[src/rtl/mcs_pkg.sv]
package mcs_pkg;

    typedef enum logic [2:0] {
        ST_RST   = 3'd0,
        ST_FETCH = 3'd1,
        ST_DEC   = 3'd2,
        ST_EXEC  = 3'd3,
        ST_WAIT  = 3'd4,
        ST_INTR  = 3'd5,
        ST_IJMP  = 3'd6
    } mcs_state_e;

    localparam int IW     = 17;
    localparam int TGT_W  = 13;
    localparam int OPC_W  = 5;

    localparam logic [1:0] BR_ZERO  = 2'b00;
    localparam logic [1:0] BR_CARRY = 2'b01;
    localparam logic [1:0] BR_ALWAYS = 2'b10;

    localparam logic [4:0] OPC_PUT  = 5'b11000;
    localparam logic [4:0] OPC_RET  = 5'b11001;
    localparam logic [4:0] OPC_PIN  = 5'b11010;
    localparam logic [4:0] OPC_POUT = 5'b11011;
    localparam logic [4:0] OPC_IEON = 5'b11100;
    localparam logic [4:0] OPC_IEOFF = 5'b11101;
    localparam logic [4:0] OPC_IRET = 5'b11110;
    localparam logic [4:0] OPC_JREL = 5'b11111;

    function automatic logic uses_datapath(input logic [4:0] opc);
        return (!opc[4]) || (opc == OPC_PUT) || (opc == OPC_PIN) || (opc == OPC_POUT);
    endfunction

    function automatic logic is_branch(input logic [4:0] opc);
        return opc[4:3] == 2'b10;
    endfunction

endpackage

[src/rtl/mcs_phase_fsm.sv]
module mcs_phase_fsm
    import mcs_pkg::*;
(
    input  logic       clk,
    input  logic       rst_n,
    input  logic       irq_take,
    output mcs_state_e state
);

    typedef struct packed {
        mcs_state_e st;
        logic       rst_cnt;
    } fsm_t;

    fsm_t fsm_d, fsm_q;

    always_comb begin
        fsm_d = fsm_q;
        unique case (fsm_q.st)
            ST_RST: begin
                if (fsm_q.rst_cnt) begin
                    fsm_d.st      = ST_FETCH;
                    fsm_d.rst_cnt = 1'b0;
                end else begin
                    fsm_d.rst_cnt = 1'b1;
                end
            end
            ST_FETCH: fsm_d.st = ST_DEC;
            ST_DEC:   fsm_d.st = ST_EXEC;
            ST_EXEC:  fsm_d.st = ST_WAIT;
            ST_WAIT:  fsm_d.st = irq_take ? ST_INTR : ST_FETCH;
            ST_INTR:  fsm_d.st = ST_IJMP;
            ST_IJMP:  fsm_d.st = ST_FETCH;
            default:  fsm_d.st = ST_RST;
        endcase
    end

    always_ff @(posedge clk) begin
        if (!rst_n) begin
            fsm_q <= '{st: ST_RST, rst_cnt: 1'b0};
        end else begin
            fsm_q <= fsm_d;
        end
    end

    assign state = fsm_q.st;


    fetch_to_dec_chk: assert property (@(posedge clk) disable iff (!rst_n)
        (state == ST_FETCH) |=> (state == ST_DEC));

    dec_to_exec_chk: assert property (@(posedge clk) disable iff (!rst_n)
        (state == ST_DEC) |=> (state == ST_EXEC));

    exec_to_wait_chk: assert property (@(posedge clk) disable iff (!rst_n)
        (state == ST_EXEC) |=> (state == ST_WAIT));

    intr_to_ijmp_chk: assert property (@(posedge clk) disable iff (!rst_n)
        (state == ST_INTR) |=> (state == ST_IJMP));

    rst_exit_chk: assert property (@(posedge clk) disable iff (!rst_n)
        (state == ST_RST) |=> (state == ST_RST || state == ST_FETCH));

endmodule

[src/rtl/mcs_ret_stack.sv]
module mcs_ret_stack #(
    parameter int DEPTH = 8,
    parameter int W     = 13
) (
    input  logic         clk,
    input  logic         rst_n,
    input  logic         push,
    input  logic         pop,
    input  logic [W-1:0] push_data,
    output logic [W-1:0] pop_data,
    output logic         err
);

    localparam int SP_W = $clog2(DEPTH);

    typedef struct packed {
        logic [DEPTH-1:0][W-1:0] mem;
        logic [SP_W-1:0]         sp;
        logic [SP_W:0]           cnt;
        logic                    err;
    } stk_t;

    stk_t stk_d, stk_q;
    logic [SP_W-1:0] rd_idx;

    assign rd_idx   = stk_q.sp - 1'b1;
    assign pop_data = stk_q.mem[rd_idx];
    assign err      = stk_q.err;

    always_comb begin
        stk_d = stk_q;
        if (push) begin
            stk_d.mem[stk_q.sp] = push_data;
            stk_d.sp            = stk_q.sp + 1'b1;
            if (stk_q.cnt == (SP_W+1)'(DEPTH)) begin
                stk_d.err = 1'b1;
            end else begin
                stk_d.cnt = stk_q.cnt + 1'b1;
            end
        end else if (pop) begin
            stk_d.sp = rd_idx;
            if (stk_q.cnt == '0) begin
                stk_d.err = 1'b1;
            end else begin
                stk_d.cnt = stk_q.cnt - 1'b1;
            end
        end
    end

    always_ff @(posedge clk) begin
        if (!rst_n) begin
            stk_q <= '0;
        end else begin
            stk_q <= stk_d;
        end
    end


    cnt_bound_chk: assert property (@(posedge clk) disable iff (!rst_n)
        stk_q.cnt <= (SP_W+1)'(DEPTH));

    err_sticky_chk: assert property (@(posedge clk) disable iff (!rst_n)
        err |=> err);

    no_dual_op_chk: assert property (@(posedge clk) disable iff (!rst_n)
        !(push && pop));

endmodule

[src/rtl/mcs_sequencer.sv]
module mcs_sequencer
    import mcs_pkg::*;
#(
    parameter int ROM_DEPTH = 256,
    parameter int INT_VEC   = 1,
    parameter int STK_DEPTH = 8,
    localparam int PC_W     = $clog2(ROM_DEPTH)
) (
    input  logic            clk,
    input  logic            rst_n,
    input  logic            irq_req,
    input  logic [16:0]     instr_word,
    input  logic            zero_flag,
    input  logic            carry_flag,
    output logic [PC_W-1:0] rom_addr,
    output logic [16:0]     ir_q,
    output logic            ir_load,
    output logic            dp_en,
    output logic            acc_clr,
    output logic            carry_wr_en,
    output logic            carry_wr_val,
    output logic            int_en,
    output logic            stk_err,
    output logic [2:0]      ctl_state
);

    typedef struct packed {
        logic [PC_W-1:0] pc;
        logic [IW-1:0]   ir;
        logic            int_en;
        logic            carry_sv;
    } ctl_t;

    ctl_t ctl_d, ctl_q;
    mcs_state_e state;

    logic             stk_push, stk_pop;
    logic [TGT_W-1:0] stk_dout;
    logic [TGT_W-1:0] stk_din;
    logic [4:0]       opc;
    logic [7:0]       gen;
    logic [PC_W-1:0]  tgt;

    assign opc     = ctl_q.ir[16:12];
    assign gen     = ctl_q.ir[11:4];
    assign tgt     = ctl_q.ir[PC_W-1:0];
    assign stk_din = TGT_W'(ctl_q.pc);

    mcs_phase_fsm u_fsm (
        .clk      (clk),
        .rst_n    (rst_n),
        .irq_take (irq_req && ctl_q.int_en),
        .state    (state)
    );

    mcs_ret_stack #(
        .DEPTH (STK_DEPTH),
        .W     (TGT_W)
    ) u_stack (
        .clk       (clk),
        .rst_n     (rst_n),
        .push      (stk_push),
        .pop       (stk_pop),
        .push_data (stk_din),
        .pop_data  (stk_dout),
        .err       (stk_err)
    );

    always_comb begin
        ctl_d    = ctl_q;
        stk_push = 1'b0;
        stk_pop  = 1'b0;
        unique case (state)
            ST_RST: begin
                ctl_d = '0;
            end
            ST_FETCH: begin
                ctl_d.ir = instr_word;
                ctl_d.pc = ctl_q.pc + 1'b1;
            end
            ST_EXEC: begin
                if (is_branch(opc)) begin
                    unique case (opc[2:1])
                        BR_ZERO:   if (zero_flag)  ctl_d.pc = tgt;
                        BR_CARRY:  if (carry_flag) ctl_d.pc = tgt;
                        BR_ALWAYS: ctl_d.pc = tgt;
                        default: begin
                            ctl_d.pc = tgt;
                            stk_push = 1'b1;
                        end
                    endcase
                end else begin
                    unique case (opc)
                        OPC_RET: begin
                            stk_pop  = 1'b1;
                            ctl_d.pc = stk_dout[PC_W-1:0];
                        end
                        OPC_IRET: begin
                            stk_pop      = 1'b1;
                            ctl_d.pc     = stk_dout[PC_W-1:0];
                            ctl_d.int_en = 1'b1;
                        end
                        OPC_IEON:  ctl_d.int_en = 1'b1;
                        OPC_IEOFF: ctl_d.int_en = 1'b0;
                        OPC_JREL:  ctl_d.pc = ctl_q.pc + PC_W'(gen);
                        default: ;
                    endcase
                end
            end
            ST_INTR: begin
                stk_push       = 1'b1;
                ctl_d.int_en   = 1'b0;
                ctl_d.carry_sv = carry_flag;
            end
            ST_IJMP: begin
                ctl_d.pc = PC_W'(INT_VEC);
            end
            default: ;
        endcase
    end

    always_ff @(posedge clk) begin
        if (!rst_n) begin
            ctl_q <= '0;
        end else begin
            ctl_q <= ctl_d;
        end
    end

    assign rom_addr     = ctl_q.pc;
    assign ir_q         = ctl_q.ir;
    assign ir_load      = (state == ST_FETCH);
    assign dp_en        = (state == ST_DEC || state == ST_EXEC) && uses_datapath(opc);
    assign acc_clr      = (state == ST_RST);
    assign carry_wr_en  = (state == ST_EXEC) && (opc == OPC_IRET);
    assign carry_wr_val = ctl_q.carry_sv;
    assign int_en       = ctl_q.int_en;
    assign ctl_state    = state;


    dp_en_phase_chk: assert property (@(posedge clk) disable iff (!rst_n)
        dp_en |-> (state == ST_DEC || state == ST_EXEC));

    dp_hold_chk: assert property (@(posedge clk) disable iff (!rst_n)
        (state == ST_DEC && dp_en) |=> dp_en);

    pc_hold_chk: assert property (@(posedge clk) disable iff (!rst_n)
        (state == ST_DEC) |=> $stable(rom_addr));

    ijmp_vec_chk: assert property (@(posedge clk) disable iff (!rst_n)
        (state == ST_IJMP) |=> (rom_addr == PC_W'(INT_VEC)));

    intr_clears_ie_chk: assert property (@(posedge clk) disable iff (!rst_n)
        (state == ST_INTR) |=> !int_en);

    restore_phase_chk: assert property (@(posedge clk) disable iff (!rst_n)
        carry_wr_en |=> (state == ST_WAIT && int_en));

endmodule

[config.mk]
export PLATFORM = sky130hd
export DESIGN_NAME = mcs_sequencer
export DESIGN_NICKNAME = d
export VERILOG_FILES = /design/src/rtl/mcs_pkg.sv /design/src/rtl/mcs_phase_fsm.sv /design/src/rtl/mcs_ret_stack.sv /design/src/rtl/mcs_sequencer.sv
export SDC_FILE = /design/constraint.sdc
export NUM_CORES = 1
export LEC_CHECK = 0
export BUFFER_PORTS_ARGS = -buffer_cell sky130_fd_sc_hd__buf_2
export CAP_MARGIN = 5
export CORE_UTILIZATION = 60
export DETAILED_ROUTE_END_ITERATION = 6
export PLACE_DENSITY = 0.81
export SLEW_MARGIN = 20
export SYNTH_ARGS = -nofsm -noshare
export SYNTH_HDL_FRONTEND = slang
export SYNTH_SLANG_ARGS = --single-unit
export TNS_END_PERCENT = 10
[constraint.sdc]
create_clock -name clk -period 4.6 [get_ports clk]
set_clock_uncertainty 0.2 [all_clocks]
set_input_delay 0.46 -clock clk [delete_from_list [all_inputs] [get_ports clk]]
set_output_delay 0.46 -clock clk [all_outputs]
set_load 0.01 [all_outputs]
=== Word level (Yosys, flattened, before mapping) ===
Cells that the tools add are included.

* Register bits after elaboration: 143
* Input port bits: 22
* Output and inout bits: 35
* Logic and storage cells: 111

* Add/subtract/negate cells: 6
* Order comparisons: 3
* Equal/unequal tests: 27
* Mux-type cells: 32
* Reductions and logical operators: 26

{| class="wikitable"
|+ Operators with widths
! cell !! count
|-
| 104-bit bitwise mux || 1
|-
| 8-bit 2-to-1 mux || 6
|-
| 5-bit == test, second input constant || 8
|-
| 13-bit binary-select mux with 3-bit select || 1
|-
| 13-bit demux with 3-bit select || 1
|-
| 17-bit case mux with 2 select lines || 1
|-
| 8-bit case mux with 2 select lines || 2
|-
| 8-bit case mux with 4 select lines || 1
|-
| 3-bit case mux with 7 select lines || 1
|-
| 13-bit 2-to-1 mux || 1
|-
| 2-bit nonzero test || 5
|-
| 3-bit == test, second input constant || 3
|-
| 1-bit 2-to-1 mux || 9
|-
| 3-bit AND reduction || 3
|-
| 8-bit by 1-bit adder with 8-bit output, second input constant || 1
|-
| 8-bit adder || 1
|-
| 3-bit by 4-bit less-than comparator with 1-bit output, second input constant || 2
|-
| 4-bit 2-to-1 mux || 2
|-
| 4-bit != test, second input constant || 2
|-
| 1-bit case mux with 2 select lines || 4
|-
| 3-bit by 2-bit == test with 1-bit output, second input constant || 2
|-
| 3-bit 2-to-1 mux || 2
|-
| 2-bit != test, second input constant || 3
|-
| 2-bit OR reduction || 3
|-
| 21 further kinds || 29
|}

=== Longest topological paths before layout ===
* Depth in word-level cells: 7
* Gate-level depth with buffers: 10
* Gate-level depth less buffers: 9

=== Hierarchy ===
A second synthesis with hierarchy kept.

* Cell total of the unflattened synthesis: 879
* Area, all modules: 7,427.1 sq um

{| class="wikitable"
|+ Modules (own cells, without submodules)
! module !! instances !! cells an instance !! area each (sq um) !! seq. area each (sq um)
|-
| mcs_ret_stack || 1 || 596 || 5,193.7 || 2,242.2
|-
| mcs_sequencer || 1 || 263 || 2,047.0 || 540.5
|-
| mcs_phase_fsm || 1 || 20 || 186.4 || 80.1
|}

=== Worst setup path after synthesis ===
No wires, ideal clock.

* Path kind: register to register
* From: register u_stack.stk_q[6] in the netlist's numbering
* To: register ctl_q (netlist bit rom_addr[5])
* Setup time: 0.131 ns
* Data arrival time: 2.721 ns
* Data required time: 4.269 ns
* Path slack: 1.548 ns
* Stages on the path, launching flop included: 10
* Path buffers: 3
* Period minus slack after synthesis: 3.052 ns
* Cells stage by stage: dfxtp_1 clkbuf_1 clkinv_1 ha_1 buf_2 buf_2 mux4_2 mux2_2 a222oi_1 a31oi_1

* Longest elaborated chain between the ends: 6

{| class="wikitable"
|+ Ends and longest elaborated chain
! item !! RTL line !! source
|-
| start: declaration || mcs_ret_stack.sv:23 || <nowiki>stk_t stk_d, stk_q;</nowiki>
|-
| start signal: assignment || mcs_ret_stack.sv:54 || <nowiki>stk_q <= stk_d;</nowiki>
|-
| 3-bit by 1-bit subtractor with 3-bit output || mcs_ret_stack.sv:26 || <nowiki>assign rd_idx = stk_q.sp - 1'b1;</nowiki>
|-
| 13-bit binary-select mux with 3-bit select || mcs_ret_stack.sv:27 || <nowiki>assign pop_data = stk_q.mem[rd_idx];</nowiki>
|-
| 8-bit 2-to-1 mux (not written as such) || mcs_ret_stack.sv:27 ||
|-
| 8-bit case mux with 2 select lines || mcs_sequencer.sv:93 || <nowiki>unique case (opc)</nowiki>
|-
| 8-bit 2-to-1 mux || mcs_sequencer.sv:82 || <nowiki>if (is_branch(opc)) begin</nowiki>
|-
| 8-bit case mux with 4 select lines || mcs_sequencer.sv:73 || <nowiki>unique case (state)</nowiki>
|-
| end signal: assignment || mcs_sequencer.sv:126 || <nowiki>ctl_q <= ctl_d;</nowiki>
|-
| end: declaration || mcs_sequencer.sv:34 || <nowiki>ctl_t ctl_d, ctl_q;</nowiki>
|}

Every way passes these cells. The select of a mux whose other input is x is not followed.
A chain may end at the register's enable or synchronous reset.

=== Final worst setup path ===
* From: register u_stack.stk_q[6] in the netlist's numbering
* To: register ctl_q (netlist bit rom_addr[4])

The elaborated chain is that of the path after synthesis.

==> impl_results.md <==
- Setup tns final: 0 ns
- Drt first-iter violations: 243
- Async SR Flop Fraction: 0
- Gates resized, CTS repair: 0
- # H-tree levels: 3
- Post-Syn Area: 5380 sq um
- Pleak: 2.79 nW
- Final Max Slew Viols: 0
- Wire length per cell after detailed routing: 17.7 um
- Slew margin rel.: 0.406
- Post-CTS setup buffers: 0
- Post-Route WL: 12.2 mm
- ANT nets after route: 0
- Reg2reg start: u_stack.stk_q[6]
- Clock sink total: 103
- DRC: 0
- Vias: 4249
- RSZ-0062 raised after global routing: false
- CTS Buffer Depth: 2
- Overall global routing resource usage: 0.266
- Final cell count without fillers: 689
- Post-place setup slack: 1.28 ns
- Die Area: 9340 sq um
- Crit-path slowest cell: ha_1
- Reg-to-Reg End: rom_addr[4]
- Top delay family on crit path: multiplexers
- Worst stage delay on the critical path: 0.68 ns
- Peak Freq: 299 MHz
- Final count of hold timing violations: 0
- R2R setup slack: 1.25 ns
- R2R depth: 8
- Crit path max fanout: 11
- Maximum capacitance violations: 0
- 1st-pass router iterations: 5
- Dpl hpwl: 8.33 mm
- Synth unique cells: 62
- Die height: 96.7 um
- Startpoint Class: flop
- CTS Buf Count: 9
- Core area: 8680 sq um
- CTS tree: done
- Pin count of the biggest net entering global routing: 70
- Antenna violations before repair: 0
- Worst hold stages: 3
- Synthesis-to-finish area growth: 8.24%
- Die span in x: 96.7 um
- Hold buffer count at cts: 0
- CP bufs+invs: 2
- Hold Crit Class: primary input to flop
- Hold path endpoint: ir_q[9]
- VDD IR max: 188 uV
- Worst-Margin Slew: 0.890 ns
- EDFF count, synth: 0
- Required @ worst endpoint: 4.66 ns
- Critical Path Start: u_stack.stk_q[6]
- Dominant synthesized flop cell: dfxtp_1
- FF+latch count, synth: 103
- Mapped Cells: 546
- Root Buffer Master: clkbuf_8
- Slack of the critical path: 1.25 ns
- I/O pins: 57
- Status: complete, no violations
- Mean post-synth cell area: 9.84 sq um
- Worst-path clk slew: 0.11 ns
- Path type of the worst setup path: flop to flop
- Grt ovf: 0
- Vias in the first global route: 4137
- Crit. End Element: flop
- Seq/Total Area, Yosys: 0.384
- I/O Buffers: 56
- Nets: 612
- Fin Hold WS: 0.129 ns
- First-pass GRT wire length: 20.3 mm
- Critical Path, Cell by Cell: clkinv_1 > ha_1 > buf_4 > mux4_2 > mux2i_1 > o22ai_1 > a222oi_1 > a211oi_1
- Share of layout cells above drive strength 1: 0.207
- WP data arrival: 3.41 ns
- Initial Util: 0.619
- Syn Nets: 582
- Yosys Warn Count: 0
- Final Cycle Share: 0.728
- Final setup vio count: 0
- Routability cong.: 0.845
- Placed insts: 673
- PD cells: 411 nW/um^2
- Hold Startpoint: instr_word[9]
- # rows: 34
- Antenna diode count: 0
- Vias/cell: 6.17
- Clk_lat worst skew: 0.37 ns
- Fin crit period: 3.35 ns
- Total power: 2.39 mW
worst reg2reg max path, delay by kind of cell, from the launching register on:
family / cells / cell delay [ns]
multiplexers: 2 / 0.70
adder cells (fa/ha/maj): 1 / 0.68
buffers and inverters: 2 / 0.66
flip-flops: 1 / 0.56
AO/OA/AOI/OAI: 3 / 0.46
metrics by stage:
stage / util / cell area, sq um
floorplan: - / 5380
global placement: 0.649 / 5630
detailed placement: 0.649 / 5630
CTS: 0.670 / 5820
global route: 0.670 / 5820
finish: 0.670 / 5820
final cells by class:
type / instances / area [sq um]
multi-input combinational: 390 / 3070
timing repair buffer: 62 / 325
tap: 108 / 135
clock buffer: 10 / 138
clock inverter: 6 / 50.0
sequential: 103 / 2060
fill: 676 / 2860
inverter: 10 / 38.8
worst max path at each step:
stage                        endpoint  slack, ns  depth (start not counted)
after floorplan           rom_addr[5]       1.55                          9
after global placement    rom_addr[4]       1.38                          8
after detailed placement  rom_addr[4]       1.28                          8
after CTS                 rom_addr[4]       1.28                          8
after global routing      rom_addr[4]       1.09                          8
final                     rom_addr[4]       1.25                          8
layer usage:
metal  global-route usage  part of all wire
met4                0.140             0.028
met3               0.0354             0.049
met2                0.439              0.48
met1                0.341              0.44
met5                    0                 0
power breakdown:
| part | total (mW) | internal (mW) | leakage, nW | switching (mW) |
|---|---|---|---|---|
| sequential | 1.17 | 0.961 | 0.832 | 0.204 |
| clock | 0.554 | 0.220 | 0.0952 | 0.335 |
| combinational | 0.673 | 0.271 | 1.86 | 0.402 |
cells in the final DEF, fill, tap and decap left out, drive strengths merged, types with 12 or more instances in the layout:
cell type and count:
dfxtp 103, mux2i 71, mux4 17, buf 62, ha 12, a22oi 20, nand2 14, nor2 101
a21oi 14
synthesized netlist by cell type (5+ instances only):
library cell,number,area (sq um)
xor2_1,6,52.6
xnor2_1,9,78.8
dfxtp_1,103,2060
a211oi_1,8,60.1
nor3_1,9,45.0
o211ai_1,7,52.6
a311oi_1,5,43.8
mux4_2,16,360
nand2_1,13,48.8
ha_1,12,150
inv_1,8,30.0
clkbuf_1,23,86.3
mux2i_1,71,711
buf_2,12,60.1
a21oi_1,14,70.1
nor2_1,100,375
a22oi_1,20,150
o21ai_0,11,55.1
and2_1,6,37.5
nand3_1,11,55.1
cells by family (layout without fill, tap and decap cells):
logic type,Yosys count,after routing,share of synthesized area
adder cells (fa/ha/maj),14,14,0.0354
AO/OA/AOI/OAI,94,94,0.130
buffers and inverters,53,88,0.0454
multiplexers,92,92,0.213
XOR/XNOR,16,16,0.0275
AND/OR/NAND/NOR,174,174,0.166
flip-flops,103,103,0.384
registers in the layout, indices dropped and copies added (netlist names):
register	flops
u_stack.stk_q	71
ir_q	17
rom_addr	8
u_fsm.state	3
carry_wr_val	1
int_en	1
u_fsm.fsm_q	1
u_stack.err	1
Note: power is estimated with default switching activity, not from simulation.
